`config.mk`:
```
export PLATFORM = sky130hd
export DESIGN_NAME = mbank_top
export DESIGN_NICKNAME = d
export VERILOG_FILES = /design/src/rtl/mbank_pkg.sv /design/src/rtl/mbank_addr_split.sv /design/src/rtl/mbank_set_decode.sv /design/src/rtl/mbank_chip.sv /design/src/rtl/mbank_top.sv
export SDC_FILE = /design/constraint.sdc
export NUM_CORES = 2
export LEC_CHECK = 0
export ABC_CLOCK_PERIOD_IN_PS = 3500
export BUFFER_PORTS_ARGS = -buffer_cell sky130_fd_sc_hd__buf_2
export CORE_MARGIN = 1
export CORE_UTILIZATION = 63
export CTS_CLUSTER_SIZE = 14
export DETAILED_ROUTE_END_ITERATION = 16
export PLACE_DENSITY_LB_ADDON = 0.12
export SLEW_MARGIN = 30
export SYNTH_ARGS = -nofsm -noshare
export SYNTH_HDL_FRONTEND = slang
export SYNTH_SLANG_ARGS = --single-unit
export TNS_END_PERCENT = 5
```
`constraint.sdc`:
```
create_clock -name clk -period 3.5 [get_ports clk]
set_input_delay 0 -clock clk [delete_from_list [all_inputs] [get_ports clk]]
set_output_delay 0 -clock clk [all_outputs]
set_load 0.05 [all_outputs]
```
`src/rtl/mbank_pkg.sv`:
```
package mbank_pkg;

    typedef enum logic [1:0] {
        OP_IDLE  = 2'b00,
        OP_WRITE = 2'b01,
        OP_READ  = 2'b10,
        OP_BAD   = 2'b11
    } op_e;

    function automatic op_e op_from_enables(input logic rd, input logic wr);
        return op_e'({rd, wr});
    endfunction

    function automatic int unsigned safe_log2(input int unsigned v);
        return (v > 1) ? $clog2(v) : 0;
    endfunction

endpackage

```
`src/rtl/mbank_addr_split.sv`:
```
module mbank_addr_split #(
    parameter int ADDR_W   = 8,
    parameter int SET_BITS = 2,
    parameter int CHIP_AW  = 4,
    parameter int LOW_BITS = 2,
    localparam int SEL_W   = (SET_BITS > 0) ? SET_BITS : 1
) (
    input  logic [ADDR_W-1:0]  addr,
    output logic [SEL_W-1:0]   set_idx,
    output logic [CHIP_AW-1:0] chip_addr
);
    // chip address field sits right above the dropped low bits
    assign chip_addr = addr[LOW_BITS +: CHIP_AW];

    generate
        if (SET_BITS > 0) begin : g_sel
            assign set_idx = addr[ADDR_W-1 -: SET_BITS];   // top bits
        end else begin : g_nosel
            assign set_idx = '0;
        end
        if (LOW_BITS > 0) begin : g_low
            logic unused_low_bits;
            assign unused_low_bits = ^addr[LOW_BITS-1:0];  // dropped
        end
    endgenerate
endmodule

```
`src/rtl/mbank_set_decode.sv`:
```
module mbank_set_decode #(
    parameter int SETS  = 4,
    parameter int SEL_W = 2
) (
    input  logic             clk,
    input  logic             rst_n,
    input  logic             en,
    input  logic [SEL_W-1:0] set_idx,
    output logic [SETS-1:0]  cs
);
    always_comb begin
        cs = '0;
        for (int s = 0; s < SETS; s++) begin
            if (en && (set_idx == SEL_W'(s))) cs[s] = 1'b1;
        end
    end

    p_cs_onehot_r2: assert property (@(posedge clk) disable iff (!rst_n)
        $onehot0(cs));
    p_cs_one_when_used_r2: assert property (@(posedge clk) disable iff (!rst_n)
        en |-> ($countones(cs) == 1));
    p_cs_none_idle_r2: assert property (@(posedge clk) disable iff (!rst_n)
        !en |-> (cs == '0));
endmodule

```
`src/rtl/mbank_chip.sv`:
```
module mbank_chip #(
    parameter int AW = 4,
    parameter int DW = 8,
    localparam int DEPTH = 1 << AW
) (
    input  logic          clk,
    input  logic          rst_n,
    input  logic          cs,
    input  logic          re,
    input  logic          we,
    input  logic [AW-1:0] addr,
    input  logic [DW-1:0] din,
    output logic [DW-1:0] dout
);
    typedef struct packed {
        logic [DW-1:0] dout;
    } chip_state_t;

    logic [DW-1:0] mem [DEPTH];
    chip_state_t   st_d, st_q;

    always_comb begin
        st_d = st_q;
        if (cs && re && !we) st_d.dout = mem[addr];
    end

    always_ff @(posedge clk) begin
        if (!rst_n) st_q <= '0;
        else        st_q <= st_d;
    end

    always_ff @(posedge clk) begin
        if (cs && we && !re) mem[addr] <= din;
    end

    assign dout = st_q.dout;

    // the bank never presents a read-and-write pair to a chip
    p_chip_no_dual_r8: assert property (@(posedge clk) disable iff (!rst_n)
        cs |-> !(re && we));
endmodule

```
`src/rtl/mbank_top.sv`:
```
module mbank_top
    import mbank_pkg::*;
#(
    parameter int UNIT_W    = 8,
    parameter int ACC_W     = 32,
    parameter int CHIP_W    = 8,
    parameter int CHIP_AW   = 4,
    parameter int NUM_CHIPS = 16,
    localparam int CPS      = ACC_W / CHIP_W,
    localparam int SETS     = NUM_CHIPS / CPS,
    localparam int SET_BITS = safe_log2(SETS),
    localparam int LOW_BITS = safe_log2(ACC_W / UNIT_W),
    localparam int SEL_W    = (SET_BITS > 0) ? SET_BITS : 1,
    localparam int ADDR_W   = SET_BITS + CHIP_AW + LOW_BITS
) (
    input  logic              clk,
    input  logic              rst_n,
    input  logic [ADDR_W-1:0] addr,
    input  logic              rd_en,
    input  logic              wr_en,
    input  logic [ACC_W-1:0]  wr_data,
    output logic [ACC_W-1:0]  rd_data,
    output logic              rd_valid,
    output logic              conflict
);
    typedef struct packed {
        logic [SEL_W-1:0] sel;
        logic             valid;
        logic             conflict;
    } top_state_t;

    op_e              op;
    logic [SEL_W-1:0] set_idx;
    logic [CHIP_AW-1:0] chip_addr;
    logic [SETS-1:0]  cs;
    logic             do_rd, do_wr;
    logic [ACC_W-1:0] set_word [SETS];
    top_state_t       st_d, st_q;

    assign op    = op_from_enables(rd_en, wr_en);
    assign do_rd = (op == OP_READ);
    assign do_wr = (op == OP_WRITE);

    mbank_addr_split #(
        .ADDR_W(ADDR_W), .SET_BITS(SET_BITS),
        .CHIP_AW(CHIP_AW), .LOW_BITS(LOW_BITS)
    ) u_split (
        .addr(addr), .set_idx(set_idx), .chip_addr(chip_addr)
    );

    mbank_set_decode #(.SETS(SETS), .SEL_W(SEL_W)) u_dec (
        .clk(clk), .rst_n(rst_n), .en(do_rd || do_wr),
        .set_idx(set_idx), .cs(cs)
    );

    generate
        for (genvar s = 0; s < SETS; s++) begin : g_set
            for (genvar k = 0; k < CPS; k++) begin : g_lane
                // lane k carries word bits k*CHIP_W upward
                mbank_chip #(.AW(CHIP_AW), .DW(CHIP_W)) u_chip (
                    .clk(clk), .rst_n(rst_n), .cs(cs[s]),
                    .re(do_rd), .we(do_wr), .addr(chip_addr),
                    .din(wr_data[k*CHIP_W +: CHIP_W]),
                    .dout(set_word[s][k*CHIP_W +: CHIP_W])
                );
            end
        end
    endgenerate

    always_comb begin
        st_d          = st_q;
        st_d.valid    = do_rd;
        st_d.conflict = (op == OP_BAD);
        if (do_rd) st_d.sel = set_idx;
    end

    always_ff @(posedge clk) begin
        if (!rst_n) st_q <= '0;
        else        st_q <= st_d;
    end

    always_comb begin
        rd_data = '0;
        if (st_q.valid) begin
            for (int s = 0; s < SETS; s++) begin
                if (st_q.sel == SEL_W'(s)) rd_data = set_word[s];
            end
        end
    end

    assign rd_valid = st_q.valid;
    assign conflict = st_q.conflict;

    p_read_valid_r6: assert property (@(posedge clk) disable iff (!rst_n)
        (rd_en && !wr_en) |=> rd_valid);
    p_idle_zero_r7: assert property (@(posedge clk) disable iff (!rst_n)
        !(rd_en && !wr_en) |=> (!rd_valid && rd_data == '0));
    p_conflict_flag_r8: assert property (@(posedge clk) disable iff (!rst_n)
        (rd_en && wr_en) |=> conflict);
    p_conflict_clear_r8: assert property (@(posedge clk) disable iff (!rst_n)
        !(rd_en && wr_en) |=> !conflict);
endmodule

```
# ---- After elaboration in Yosys (flattened, before gate mapping)
# Memory sizes are Yosys's and may differ from the RTL's. A register that Yosys moved wholly into a read port is not among the register bits.
# Cells that the tools add are included.
dict set report op_classes {
  n_reduce_logical 41
  mux 17
  n_eq_ne 9
}
# op count
set op_table {}
lappend op_table {{32-bit two-way mux} 5}
lappend op_table {{1-bit logical AND} 20}
lappend op_table {{1-bit logical NOT} 18}
lappend op_table {{2-bit equality test (second input constant)} 6}
lappend op_table {{1-bit two-way mux} 12}
lappend op_table {{2-bit by 1-bit equality test with 1-bit output (second input constant)} 3}
lappend op_table {{2-bit logical NOT} 2}
lappend op_table {{1-bit logical OR} 1}
dict set report word_totals {
  ramBits 2048
  n_memories 16
  ff_bits 4
  word_cells 86
  out_inout_bits 34
  in_bits 44
}
# name depth width read_ports rd_ports_with_merged_regs wr line
set mem_list {}
lappend mem_list {{g_set[0].g_lane[0].u_chip.mem} 16 8 1 1 1 mbank_chip.sv:19} ;# logic [DW-1:0] mem [DEPTH];
lappend mem_list {{g_set[0].g_lane[1].u_chip.mem} 16 8 1 1 1 mbank_chip.sv:19}
lappend mem_list {{g_set[0].g_lane[2].u_chip.mem} 16 8 1 1 1 mbank_chip.sv:19}
lappend mem_list {{g_set[0].g_lane[3].u_chip.mem} 16 8 1 1 1 mbank_chip.sv:19}
lappend mem_list {{g_set[1].g_lane[0].u_chip.mem} 16 8 1 1 1 mbank_chip.sv:19}
lappend mem_list {{g_set[1].g_lane[1].u_chip.mem} 16 8 1 1 1 mbank_chip.sv:19}
lappend mem_list {{+10 memories} n/a n/a n/a n/a n/a n/a}

# ---- Logic depth before layout (Yosys ltp)
dict set report logic_depth {
  depth_word 8
  mapped_depth 9
  mapped_depth_nobuf 6
}

# ---- By module
# A second synthesis with hierarchy kept.
dict set report hier_totals {
  cells_unflattened 4126
  area_unflattened_um2 86593.0
}
# mod area_per_inst_um2 seq_area_each_um2 n_inst cells_per_inst
set by_module_without_submodules {}
lappend by_module_without_submodules {{mbank_chip at g_set[0].g_lane[1].u_chip ...} 5337.6 4003.8 15 248}
lappend by_module_without_submodules {{mbank_chip at g_set[0].g_lane[0].u_chip} 5288.8 4003.8 1 269}
lappend by_module_without_submodules {mbank_top 1157.4 80.1 1 127}
lappend by_module_without_submodules {mbank_addr_split 45.0 0.0 1 6}
lappend by_module_without_submodules {mbank_set_decode 37.5 0.0 1 4}

# ---- Least setup slack after synthesis
# OpenSTA, ideal clock, no wires.
dict set report synth_timing {
  kind {input port to flip-flop}
  start {input port wr_en}
  end {memory g_set[0].g_lane[0].u_chip.mem[10][0] (enable)}
  t_arrival_ns 2.620
  setup_ns 0.421
  path_slack_ns 0.459
  path_buffers 3
  stages 9
  cell_sequence {inv_1 > ha_1 > clkbuf_1 > nor3b_1 > nor2b_1 > nand2b_1 > clkbuf_1 > clkbuf_1 > nor2_1}
}
dict set report synth_via {
  elab_chain_cells 8
  elab_cells_between_ends 10
  classes_between {eq/ne: 2; mux: 3; reduce/logical: 5}
}
# element line
set synth_lines {}
lappend synth_lines {{from (decl)} mbank_top.sv:20} ;# input logic wr_en,
lappend synth_lines {{2-bit equality test (*)} mbank_top.sv:41} ;# assign do_rd = (op == OP_READ);
lappend synth_lines {{via do_rd} mbank_top.sv:36} ;# logic do_rd, do_wr;
lappend synth_lines {{1-bit logical OR} mbank_top.sv:52} ;# .clk(clk), .rst_n(rst_n), .en(do_rd || do_wr),
lappend synth_lines {{1-bit logical AND} mbank_set_decode.sv:14} ;# if (en && (set_idx == SEL_W'(s))) cs[s] = 1'b1;
lappend synth_lines {{1-bit two-way mux} mbank_set_decode.sv:14}
lappend synth_lines {{1-bit logical AND} mbank_chip.sv:33} ;# if (cs && we && !re) mem[addr] <= din;
lappend synth_lines {{1-bit logical AND (*)} mbank_chip.sv:33}
lappend synth_lines {{1-bit two-way mux (*)} mbank_chip.sv:33}
lappend synth_lines {{1-bit two-way mux (not written as such) (*)} mbank_chip.sv:33}
lappend synth_lines {{to (decl)} mbank_chip.sv:19}
# The timed path passes the listed nets; every way through them passes the cells marked *.

# ---- Worst setup path after layout
dict set report layout_timing {
  start {register st_q[2] in the netlist's numbering}
  end {output port rd_data[14]}
}
dict set report layout_via {
  elab_chain_cells 6
  elab_cells_between_ends 9
  classes_between {eq/ne: 3; mux: 5; reduce/logical: 1}
}
# element line
set layout_lines {}
lappend layout_lines {{from (decl)} mbank_top.sv:38} ;# top_state_t st_d, st_q;
lappend layout_lines {{from (signal assigned)} mbank_top.sv:79} ;# else st_q <= st_d;
lappend layout_lines {{2-bit logical NOT} mbank_top.sv:86} ;# if (st_q.sel == SEL_W'(s)) rd_data = set_word[s];
lappend layout_lines {{32-bit two-way mux (3 in series)} mbank_top.sv:86}
lappend layout_lines {{32-bit two-way mux (*)} mbank_top.sv:86}
lappend layout_lines {{32-bit two-way mux (*)} mbank_top.sv:84} ;# if (st_q.valid) begin
lappend layout_lines {{to (decl)} mbank_top.sv:22} ;# output logic [ACC_W-1:0] rd_data,
# Every way passes the cells marked *; elsewhere a longest branch is shown, timed or not.

==> impl_metrics.yaml <==
critical_path:
  end_kind: "primary output"
  worst-path-buf-inv: 1
  critPathLaunch: "st_q[2]"
  cp_cell_sequence: "mux4_2 -> and2_1 -> buf_2"
  start_kind: "flop"
  critPathSlowestCell: "dfxtp_2"
  crit-reg2reg-launch: "st_q[2]"
  crit_type: "flop to primary output"
  path_delay_family: "flip-flops"
  crit_path_max_incr_delay_ps: 930
  crit_arrival_ps: 2940
  worstPathRequired_ps: 3500
  critPathMaxFanout: 28
cells_and_area:
  fin_cells: 5731
  syn_to_final_growth_pct: 13.5
  final_layout_size_suffix_gt1_share_pct: 28.8
  fin_nets: 3872
logic_synthesis:
  synth_area_um2: 81800
  synth-async-reset-ratio_pct: 0
  synth-main-ff-cell: "edfxtp_1"
  synth_area_leaders: "edfxtp_1 75%, mux4_2 15%, dfxtp_1 3.2%"
  ys_seq_elements: 2180
  synth.avg_cell_area_um2: 23.0
  syn_nets: 3601
  yosys-top-cells-count: "2,048 x edfxtp_1, 544 x mux4_2, 132 x dfxtp_1, 125 x mux2i_1, 96 x clkbuf_1"
  synth_largest_area_cell: "edfxtp_1"
  yosysSeqAreaShare_pct: 78.4
  yosysTopAreaCellShare_pct: 75.2
  synth_edf_count: 2048
  synthCells: 3554
  yosysUniqueCellTypes: 32
  synth_warnings: 0
  yosysMostFrequentCell: "edfxtp_1"
place:
  place.gp.congestion: 0.909
  portBuffers: 75
  place_ws_ps: 837
  place.detailed.hpwl_um: 116000
  place_inst: 5301
die:
  core_area_um2: 128000
  die_x_um: 362
  die_y_um: 362
  rows: 131
  initial_core_util_pct: 63.8
  ioPinCount: 78
  dieArea_um2: 131000
power:
  p_per_area_nw_per_um2: 566
  report.power.total_w: 0.0525
  ir_drop_uv: 522
  cellLeakagePower_nw: 29.1
routing:
  drcViolationCount: 0
  num_vias: 39200
  viasPerCell: 6.85
  final_antenna_net_count: 0
  wire_per_inst_um: 34.7
  drtPass1Iterations: 6
  routed_wl_um: 199000
  drtIter0Drc: 5844
sta:
  grt_setup_unrepaired: "no"
  max_freq_ghz: 0.340
  slew_headroom_pct: 34.4
  fin_skew_ps: 24.6
  worstMarginPinSlew_ps: 984
  drv_slew: 0
  final_hold_viol_count: 0
  hold_ws_ps: 97.2
  finalSetupViolations: 0
  setup_ws_ps: 560
  period_share_pct: 84.0
  tns_ps: 0
  period_minus_slack_ps: 2940
clocking:
  cts_buffers: 204
  cts_tree: "yes"
  clk_latency_ps: 830
  cts_sinks: 2180
  cts.reportedPaths.clkPinSlew_ps: 60
  cts_max_level: 4
  cts.path.max_buffers: 3
  post_cts_resized: 0
  clk_root_buffer_cell: "clkbuf_16"
run:
  drv_cap: 0
global_routing:
  grt_pass1_wl_um: 281000
  first_global_vias: 39200
  grt_usage_pct: 30.9
  antenna_found_initial: 10
  grt_start_max_net_pins: 113
  overflow: 0
worst_hold_path:
  hold_path_startpoint: "wr_en"
  hp-class: "input pin to flop"
run_status:
  status: "finished, final reports clean"
-- sequential cells by signal, indices dropped and copies added, names as in the netlist --
name                      cells
rd_valid                      1
st_q                          2
conflict                      1
g_set.g_lane.u_chip.dout    128
g_set.g_lane.u_chip.mem    2048
-- final timing paths --
| kind | cells after the start | to | slack [ps] |
|---|---|---|---|
| setup / recovery | 3 | rd_data[14] | 560 |
| hold / removal | 6 | g_set[0].g_lane[3].u_chip.dout[6] | 100 |
| setup reg to reg | 4 | st_q[2] | 1080 |
| hold reg to reg | 2 | g_set[0].g_lane[3].u_chip.dout[6] | 480 |
-- timing repair --
item                       CTS  global route
setup buffers                0             0
hold endpoints to repair  1248             0
hold buffers                46             0
-- where the power goes --
| part | total (W) | internal [W] | switching (W) |
|---|---|---|---|
| Combinational | 0.00202 | 0.000758 | 0.00127 |
| Sequential | 0.0286 | 0.0285 | 0.0000672 |
| Clock | 0.0219 | 0.0125 | 0.00939 |
| Total | 0.0525 | 0.0418 | 0.0107 |
-- layer usage --
metal	vias to the layer above	wire length (µm)	track usage [%]
li1	15800	-	-
met1	20800	73700	44.2
met2	2296	95400	48.0
met3	383	22300	6.57
met4	12	7610	11.4
met5	-	79	0
-- metrics by stage --
step / cell area [µm²] / util (%)
after floorplan: 81800 / -
after global placement: 85700 / 66.9
after detailed placement: 85700 / 66.9
after CTS: 92800 / 72.4
after global routing: 92800 / 72.4
final: 92800 / 72.4
-- cell families (layout without fill, tap and decap cells) --
kind of cell    Yosys count  after routing  synth area share [%]
compound gates          265            265                  2.63
fa+ha+maj                 3              3                0.0459
buf+inv                 210            653                  1.18
flops                  2180           2180                  78.4
mux                     669            669                  16.5
other cells               0              5                     0
simple gates            227            227                  1.27
-- cell usage in the layout (no fill, tap or decap), types with 4 or more instances in the layout --
| master | netlist | layout |
|---|---|---|
| a21boi_1 | 6 | 4 |
| a222oi_1 | 62 | 62 |
| a22oi_1 | 66 | 66 |
| a31o_2 | 4 | 4 |
| and2_1 | 34 | 34 |
| buf_12 | 0 | 47 |
| buf_2 | 73 | 62 |
| buf_4 | 9 | 114 |
| bufinv_16 | 0 | 21 |
| clkbuf_1 | 96 | 50 |
| clkbuf_16 | 0 | 206 |
| clkbuf_8 | 0 | 6 |
| clkinv_1 | 0 | 37 |
| clkinv_2 | 0 | 38 |
| clkinvlp_4 | 0 | 6 |
| dfxtp_1 | 132 | 129 |
| diode_2 | 0 | 5 |
| dlygate4sd3_1 | 0 | 46 |
| edfxtp_1 | 2048 | 2048 |
| inv_6 | 0 | 9 |
| mux2i_1 | 125 | 125 |
| mux4_2 | 544 | 544 |
| nand2_1 | 83 | 83 |
| nand3_1 | 16 | 15 |
| nor2_4 | 0 | 64 |
| nor2b_1 | 8 | 8 |
| nor3_2 | 1 | 7 |
| o211ai_1 | 62 | 62 |
| o31ai_1 | 62 | 62 |
-- tightest hold or removal path, delay by kind of cell --
kind                       cells  cell delay [ps]
buffers and inverters          1              190
AOI/OAI and AO/OA              2              170
adders and majority gates      1              240
and+or+nand+nor                2              260
-- final cells by class --
type / count / area, µm²
Tap cell: 1729 / 2160
Inverter: 2 / 7.51
Clock buffer: 261 / 5410
Sequential cell: 2180 / 64100
Fill cell: 7264 / 35300
Antenna cell: 5 / 12.5
Clock inverter: 117 / 1190
Multi-Input combinational cell: 1164 / 17300
Timing Repair Buffer: 273 / 2640
Power figures use the tool's default switching activity.
